===== config.mk =====
export PLATFORM = sky130hd
export DESIGN_NAME = macrocell_reg_cell
export DESIGN_NICKNAME = d
export VERILOG_FILES = /design/src/rtl/mc_pkg.sv /design/src/rtl/mc_clock_select.sv /design/src/rtl/mc_storage.sv /design/src/rtl/mc_output_mux.sv /design/src/rtl/macrocell_reg_cell.sv
export SDC_FILE = /design/constraint.sdc
export NUM_CORES = 1
export LEC_CHECK = 0
export ABC_AREA = 1
export BUFFER_PORTS_ARGS = -buffer_cell sky130_fd_sc_hd__buf_4
export CAP_MARGIN = 20
export CORE_AREA = 4 4 41 43
export CTS_BUF_LIST = sky130_fd_sc_hd__clkbuf_4 sky130_fd_sc_hd__clkbuf_8 sky130_fd_sc_hd__clkbuf_16
export CTS_CLUSTER_DIAMETER = 60
export DETAILED_ROUTE_END_ITERATION = 16
export DIE_AREA = 0 0 45 47
export PLACE_DENSITY = 0.77
export SLEW_MARGIN = 0
export SYNTH_ARGS = -nofsm -noshare
export SYNTH_HDL_FRONTEND = slang
export SYNTH_SLANG_ARGS = --single-unit

===== constraint.sdc =====
create_clock -name clk -period 3 [get_ports clk]
set_input_delay 0.6 -clock clk [delete_from_list [all_inputs] [get_ports clk]]
set_output_delay 0.6 -clock clk [all_outputs]
set_load 0.005 [all_outputs]

===== src/rtl/mc_pkg.sv =====
package mc_pkg;

    typedef enum logic [2:0] {
        MODE_D     = 3'd0,
        MODE_T     = 3'd1,
        MODE_JK    = 3'd2,
        MODE_SR    = 3'd3,
        MODE_LATCH = 3'd4
    } mode_e;

    typedef enum logic [1:0] {
        DIN_XOR  = 2'd0,
        DIN_SEP  = 2'd1,
        DIN_PIN  = 2'd2,
        DIN_XOR2 = 2'd3
    } din_e;

    typedef enum logic [1:0] {
        CLR_OFF    = 2'd0,
        CLR_GLOBAL = 2'd1,
        CLR_TERM   = 2'd2,
        CLR_EITHER = 2'd3
    } clr_e;

    typedef enum logic [2:0] {
        OE_NEVER  = 3'd0,
        OE_ALWAYS = 3'd1,
        OE_A      = 3'd2,
        OE_A_N    = 3'd3,
        OE_B      = 3'd4,
        OE_B_N    = 3'd5
    } oe_e;

    typedef struct packed {
        logic clr;
        logic pre;
    } force_t;

    // Next stored value on a qualified edge for the edge-triggered modes.
    function automatic logic edge_next(mode_e m, logic q, logic a, logic b);
        logic n;
        case (m)
            MODE_D:  n = a;
            MODE_T:  n = q ^ a;
            MODE_JK: n = (a & ~q) | (~b & q);
            MODE_SR: n = (a & ~b) ? 1'b1 : ((~a & b) ? 1'b0 : q);
            default: n = q;
        endcase
        return n;
    endfunction

    function automatic logic pick_data(din_e s, logic x, logic p, logic pin);
        logic r;
        case (s)
            DIN_SEP: r = p;
            DIN_PIN: r = pin;
            default: r = x;
        endcase
        return r;
    endfunction

    function automatic force_t decode_force(clr_e s, logic gc, logic ct,
                                            logic pen, logic pt);
        force_t f;
        case (s)
            CLR_GLOBAL: f.clr = gc;
            CLR_TERM:   f.clr = ct;
            CLR_EITHER: f.clr = gc | ct;
            default:    f.clr = 1'b0;
        endcase
        f.pre = pen & pt;
        return f;
    endfunction

    function automatic logic pick_oe(oe_e s, logic [1:0] pins);
        logic r;
        case (s)
            OE_ALWAYS: r = 1'b1;
            OE_A:      r = pins[0];
            OE_A_N:    r = ~pins[0];
            OE_B:      r = pins[1];
            OE_B_N:    r = ~pins[1];
            default:   r = 1'b0;
        endcase
        return r;
    endfunction

endpackage


===== src/rtl/mc_clock_select.sv =====
module mc_clock_select #(
    parameter int NUM_GCLK = 3,
    localparam int CSEL_W = $clog2(NUM_GCLK + 1)
) (
    input  logic                clk,
    input  logic                rst,
    input  logic [NUM_GCLK-1:0] gclk,
    input  logic                clk_term,
    input  logic [CSEL_W-1:0]   csel,
    input  logic                ce_en,
    input  logic                ce_term,
    output logic                clk_level,
    output logic                edge_fire
);
    logic use_global;
    logic level_q;
    logic gate_ok;

    always_comb begin
        clk_level = clk_term;
        for (int i = 0; i < NUM_GCLK; i++) begin
            if (int'(csel) == i) clk_level = gclk[i];
        end
    end

    assign use_global = int'(csel) < NUM_GCLK;
    assign gate_ok    = ~(ce_en & use_global) | ce_term;

    always_ff @(posedge clk) begin
        if (rst) level_q <= 1'b0;
        else     level_q <= clk_level;
    end

    assign edge_fire = clk_level & ~level_q & gate_ok;
endmodule


===== src/rtl/mc_storage.sv =====
module mc_storage
    import mc_pkg::*;
(
    input  logic   clk,
    input  logic   rst,
    input  mode_e  mode,
    input  logic   d,
    input  logic   aux,
    input  logic   clk_level,
    input  logic   edge_fire,
    input  force_t frc,
    output logic   st_q,
    output logic   reg_view
);
    always_ff @(posedge clk) begin
        if (rst)                    st_q <= 1'b0;
        else if (frc.clr)           st_q <= 1'b0;
        else if (frc.pre)           st_q <= 1'b1;
        else if (mode == MODE_LATCH) begin
            if (clk_level)          st_q <= d;
        end
        else if (edge_fire)         st_q <= edge_next(mode, st_q, d, aux);
    end

    always_comb begin
        if (frc.clr)                            reg_view = 1'b0;
        else if (frc.pre)                       reg_view = 1'b1;
        else if (mode == MODE_LATCH && clk_level) reg_view = d;
        else                                    reg_view = st_q;
    end
endmodule


===== src/rtl/mc_output_mux.sv =====
module mc_output_mux
    import mc_pkg::*;
(
    input  logic       reg_view,
    input  logic       comb_val,
    input  logic       out_reg,
    input  logic       fb_reg,
    input  oe_e        oesel,
    input  logic [1:0] oe_pins,
    output logic       mc_out,
    output logic       mc_fb,
    output logic       mc_oe
);
    assign mc_out = out_reg ? reg_view : comb_val;
    assign mc_fb  = fb_reg  ? reg_view : comb_val;
    assign mc_oe  = pick_oe(oesel, oe_pins);
endmodule


===== src/rtl/macrocell_reg_cell.sv =====
module macrocell_reg_cell
    import mc_pkg::*;
#(
    parameter int NUM_GCLK = 3,
    localparam int CSEL_W = $clog2(NUM_GCLK + 1)
) (
    input  logic                clk,
    input  logic                rst,
    input  logic [2:0]          cfg_mode,
    input  logic [1:0]          cfg_dsrc,
    input  logic [CSEL_W-1:0]   cfg_csrc,
    input  logic                cfg_ce_en,
    input  logic [1:0]          cfg_arsrc,
    input  logic                cfg_ap_en,
    input  logic                cfg_out_reg,
    input  logic                cfg_fb_reg,
    input  logic [2:0]          cfg_oesel,
    input  logic                xor_term,
    input  logic                sep_term,
    input  logic                pin_in,
    input  logic                aux_term,
    input  logic [NUM_GCLK-1:0] gclk,
    input  logic                clk_term,
    input  logic                ce_term,
    input  logic                gclear,
    input  logic                ar_term,
    input  logic                ap_term,
    input  logic [1:0]          oe_pin,
    output logic                mc_out,
    output logic                mc_fb,
    output logic                mc_oe
);
    logic   d_sel;
    logic   clk_level;
    logic   edge_fire;
    logic   st_q;
    logic   reg_view;
    force_t frc;
    logic   ar_act;
    logic   ap_act;

    assign d_sel  = pick_data(din_e'(cfg_dsrc), xor_term, sep_term, pin_in);
    assign frc    = decode_force(clr_e'(cfg_arsrc), gclear, ar_term, cfg_ap_en, ap_term);
    assign ar_act = frc.clr;
    assign ap_act = frc.pre;

    mc_clock_select #(.NUM_GCLK(NUM_GCLK)) u_clk (
        .clk       (clk),
        .rst       (rst),
        .gclk      (gclk),
        .clk_term  (clk_term),
        .csel      (cfg_csrc),
        .ce_en     (cfg_ce_en),
        .ce_term   (ce_term),
        .clk_level (clk_level),
        .edge_fire (edge_fire)
    );

    mc_storage u_store (
        .clk       (clk),
        .rst       (rst),
        .mode      (mode_e'(cfg_mode)),
        .d         (d_sel),
        .aux       (aux_term),
        .clk_level (clk_level),
        .edge_fire (edge_fire),
        .frc       (frc),
        .st_q      (st_q),
        .reg_view  (reg_view)
    );

    mc_output_mux u_out (
        .reg_view (reg_view),
        .comb_val (xor_term),
        .out_reg  (cfg_out_reg),
        .fb_reg   (cfg_fb_reg),
        .oesel    (oe_e'(cfg_oesel)),
        .oe_pins  (oe_pin),
        .mc_out   (mc_out),
        .mc_fb    (mc_fb),
        .mc_oe    (mc_oe)
    );
endmodule


# Word-level counts from Yosys, hierarchy flattened
# Cells that the tools add are included.
[classes] magnitude_cmp=1 eq_ne=18 n_mux=18 n_bitwise=19 n_reduce_logical=7
[op_table] op="$mux 1" count=14
[op_table] op="$eq 3x2->1 const B" count=4
[op_table] op="$eq 2x2->1 const B" count=5
[op_table] op="$eq 3x3->1 const B" count=3
[op_table] op="$and 1x1->1" count=8
[op_table] op="$not 1->1" count=7
[op_table] op="$eq 3x1->1 const B" count=2
[op_table] op="$reduce_bool 6->1" count=1
[op_table] op="$ne 5x2->1 const B" count=1
[op_table] op="$pmux 1 s5" count=1
[op_table] op="$eq 2x1->1 const B" count=2
[op_table] op="$pmux 1 s4" count=1
[op_table] op="$reduce_and 4->1" count=1
[op_table] op="$logic_not 3->1" count=1
[op_table] op="$ne 3x3->1 const B" count=1
[op_table] op="$or 1x1->1" count=3
[op_table] op="$pmux 1 s3" count=1
[op_table] op="$reduce_bool 3->1" count=1
[op_table] op="$logic_not 2->1" count=1
[op_table] op="$lt 2x2->1 const B" count=1
[op_table] op="$pmux 1 s2" count=1
[op_table] op="$reduce_or 2->1" count=1
[op_table] op="$logic_and 1x1->1" count=1
[op_table] op="$xor 1x1->1" count=1
[word_totals] regBits=2 in_bits=32 word_cells=65

# Logic depth before layout (Yosys ltp)
[depth] word_depth=10 ltp_mapped=15 ltp_nobuf=15

# By module
# From an unflattened synthesis, not the netlist that was laid out.
[hier_totals] hier_cells=83 area_unflattened_um2=429.2
[modules_own_cells] mod="mc_storage" instances=1 cells_per_inst=37 area_per_inst_um2=197.7 seq_area_each_um2=20.0
[modules_own_cells] mod="mc_clock_select" instances=1 cells_per_inst=17 area_per_inst_um2=98.8 seq_area_each_um2=20.0
[modules_own_cells] mod="macrocell_reg_cell" instances=1 cells_per_inst=16 area_per_inst_um2=77.6 seq_area_each_um2=0.0
[modules_own_cells] mod="mc_output_mux" instances=1 cells_per_inst=13 area_per_inst_um2=55.1 seq_area_each_um2=0.0

# Least setup slack after synthesis
# No wires, ideal clock.
[synth_timing] path_kind="input -> output" startpoint="input cfg_dsrc[0]" endpoint="output mc_fb" t_arrival_ps=1433 t_required_ps=2400 slack_ps=967 cell_stages=10 n_path_buf=0 path_cell_list="inv_1 > ha_1 > inv_1 > nand3_2 > nand2_1 > inv_1 > nand2_1 > nand3_2 > nand3_1 > nand2_1"
[synth_via] elab_chain_cells=6
[synth_rtl] item="start, declared" line="macrocell_reg_cell.sv:10" source="input logic [1:0] cfg_dsrc,"
[synth_rtl] item="$eq 2x2->1 or $eq 2x1->1 (tied branches)" line="mc_pkg.sv:54" source="case (s)"
[synth_rtl] item="$pmux 1 s2 (*)" line="mc_pkg.sv:54"
[synth_rtl] item="$mux 1 (*)" line="mc_storage.sv:28" source="else if (mode == MODE_LATCH && clk_level) reg_view = d;"
[synth_rtl] item="$mux 1 (*)" line="mc_storage.sv:27" source="else if (frc.pre) reg_view = 1'b1;"
[synth_rtl] item="$mux 1 (*)" line="mc_storage.sv:26" source="if (frc.clr) reg_view = 1'b0;"
[synth_rtl] item="$mux 1 (*)" line="mc_output_mux.sv:15" source="assign mc_fb = fb_reg ? reg_view : comb_val;"
[synth_rtl] item="end, declared" line="macrocell_reg_cell.sv:30" source="output logic mc_fb,"
# Every way passes the cells marked *; elsewhere a longest branch is shown, timed or not.

# Final worst setup path
# Ends and elaborated chain as after synthesis.

==> flow_metrics.py <==
metrics = {
    "setup_path": {
        "end_kind": "output port",
        "crit_cells": 12,
        "crit_family": "simple AND/OR/NAND/NOR gates",
        "crit_buf_inv": 5,
        "cp.required_ns": 2.40,
        "rr_worst_depth": 7,
        "critPathSlowestCell": "ha_1",
        "startpoint_type": "input pin",
        "path_cells": "buf_4 -> inv_1 -> ha_1 -> inv_1 -> nand3_2 -> nand2_1 -> inv_1 -> nand2_1 -> nand3_2 -> nand3_1 -> nand2_1 -> buf_4",
        "slowest_delay_ns": 0.30,
        "crit_type": "input pin to output port",
        "critical_path.max_fanout": 3,
        "cp_data_arrival_time_ns": 1.72,
    },
    "drt": {
        "drt_iter0_markers": 6,
        "drc": 0,
        "wl_per_cell_um": 9.14,
        "num_vias": 585,
        "drt_pre_antenna_iters": 3,
        "final_antenna_net_count": 0,
        "avgViaCountPerCell": 4.53,
        "wl_um": 1180,
    },
    "global_routing": {
        "grt_use_met1_pct": 13.8,
        "grt_antenna_before_repair": 0,
        "grt_use_met2_pct": 23.4,
        "grt_pass1_vias": 557,
        "busiest_layer": "met2",
        "grt_pass1_wl_um": 2020,
        "track_usage_pct": 13.1,
        "grt_max_degree": 7,
        "gr-usage-met3_pct": 2.68,
        "overflow": 0,
    },
    "logic_synthesis": {
        "synth_mux_area_share_pct": 0,
        "yosys.area_share.adder_pct": 8.43,
        "synth.net_count": 112,
        "ys_types": 18,
        "synth-compound-area-share_pct": 9.55,
        "synth_xor_area_share_pct": 0,
        "synthCells": 77,
        "synth_top_cell_area_share_pct": 17.7,
        "synth-simple-area-share_pct": 59.6,
        "synth_warnings": 0,
        "synth_top_area_cell": "nand2_1",
        "syn-cell-area_sq_um": 445,
        "synth_top_family_by_area": "simple AND/OR/NAND/NOR gates",
        "synth.area.top_cells": "nand2_1 18%, nand3_2 11%, inv_1 10%, dfxtp_1 9.0%, ha_1 8.4%",
        "synth_area_per_cell_sq_um": 5.78,
        "yosysSeqAreaShare_pct": 8.99,
        "synth.ff_latch_count": 2,
    },
    "cts": {
        "cts_num_sinks": 2,
        "cts_buffers": 3,
        "cts_tree": "built",
        "cts_setup_buffers": 0,
        "clock_latency_ns": 0.22,
        "root_buffer": "clkbuf_4",
        "htreeDepth": 1,
        "clk_pin_slew_ns": 0.03,
        "cts-hold-fix-buffers": 0,
        "clock_path_buffers": 2,
        "cts_resized": 0,
    },
    "run": {
        "drv_cap": 0,
    },
    "floorplan": {
        "start_util_pct": 34.2,
        "fp.dieW_um": 45,
        "fp.coreArea_sq_um": 1300,
        "std_cell_rows": 13,
        "die-height_um": 47,
        "die-area_sq_um": 2120,
        "io_pins": 35,
    },
    "worst_hold_path": {
        "hold_path_class": "input pin to register",
        "holdPathStages": 2,
    },
    "place": {
        "portBuffers": 34,
        "pre_cts_slack_ns": 0.671,
        "gp_congestion": 0.779,
        "hpwlAfterDp_um": 1050,
    },
    "sta": {
        "maxSlewViolCount": 0,
        "finalHoldViolations": 0,
        "setup_ws_ns": 0.675,
        "fin_tns_setup_ns": 0,
        "tightest_slew_ns": 0.198,
        "period_share_pct": 77.5,
        "rsz0062_at_grt": "false",
        "clock_skew_ns": 0.000106,
        "timing.hold.ws_ns": 0.540,
        "setup_viol": 0,
        "max_clock_freq_ghz": 0.430,
        "finalCriticalPeriod_ns": 2.32,
        "slew_headroom_pct": 86.8,
    },
    "final_layout": {
        "diodes": 0,
        "area_delta_synth_final_pct": 66.6,
        "final_common_cell": "buf_4",
        "nNetsFinal": 151,
        "final_cell_mix": "34 x buf_4, 21 x nand2_1, 12 x inv_1",
        "drive_above_1_share_pct": 45.6,
    },
    "run_status": {
        "status": "complete, no violations",
    },
    "pwr": {
        "peakVddDrop_mv": 0.225,
        "power_density_nw_per_um2": 243,
        "p_leak_nw": 0.437,
    },
}
## Yosys cell counts (all sizes together)
cell	n
clkinv	2
inv	14
dfxtp	2
nand3b	1
nand2	24
nand3	12
nand4	2
o21ai	1
or2	3
a21oi	4
ha	3
a22o	2
nor2	7
## kinds of logic (layout without fill, tap and decap cells)
| kind of cell | after synthesis | in the layout |
|---|---|---|
| adders and majority gates | 3 | 3 |
| and+or+nand+nor | 49 | 49 |
| buffers and inverters | 16 | 53 |
| DFF | 2 | 2 |
| AOI/OAI and AO/OA | 7 | 7 |
## through the flow
stage | power (mW) | cell area, sq um | utilization (%) | cells
after floorplan | 0.0751 | 445 | - | 77
after global placement | 0.121 | 719 | 55.3 | 126
after detailed placement | 0.123 | 719 | 55.3 | 126
after CTS | 0.187 | 742 | 57.0 | 129
after global routing | 0.207 | 742 | 57.0 | 129
final | 0.180 | 742 | 57.0 | 129
## layer usage
| metal | up-vias | share of wire [%] |
|---|---|---|
| met3 | 0 | 7.5 |
| met2 | 15 | 58 |
| met1 | 251 | 35 |
| met4 | 0 | 0 |
| li1 | 319 | - |
| met5 | - | 0 |
## area by class of cell
cell class,count,area (sq um)
Timing Repair Buffer,34,255
Multi-Input combinational cell,59,345
Tap cell,15,18.8
Clock buffer,3,22.5
Inverter,16,60.1
Sequential cell,2,40.0
Fill cell,131,559
## power by group
group / switching (mW) / leakage, nW / internal [mW] / total [mW]
clock network: 0.0146 / 0.0138 / 0.0441 / 0.0587
logic: 0.0396 / 0.407 / 0.0513 / 0.0909
registers: 0.00188 / 0.0165 / 0.0289 / 0.0308
total: 0.0561 / 0.437 / 0.124 / 0.180
## worst paths after layout
kind | endpoint | startpoint | slack [ns]
max | mc_fb | cfg_dsrc[0] | 0.68
min | u_clk.level_q$_SDFF_PP0_ | rst | 0.54
max reg2reg | u_store.st_q$_SDFFE_PP0P_ | u_store.st_q$_SDFFE_PP0P_ | 2.01
min reg2reg | u_store.st_q$_SDFFE_PP0P_ | u_store.st_q$_SDFFE_PP0P_ | 0.69
## registers in the layout (all words and copies together) (netlist names)
signal / count
u_store.st_q: 1
u_clk.level_q: 1
Power figures use the tool's default switching activity.
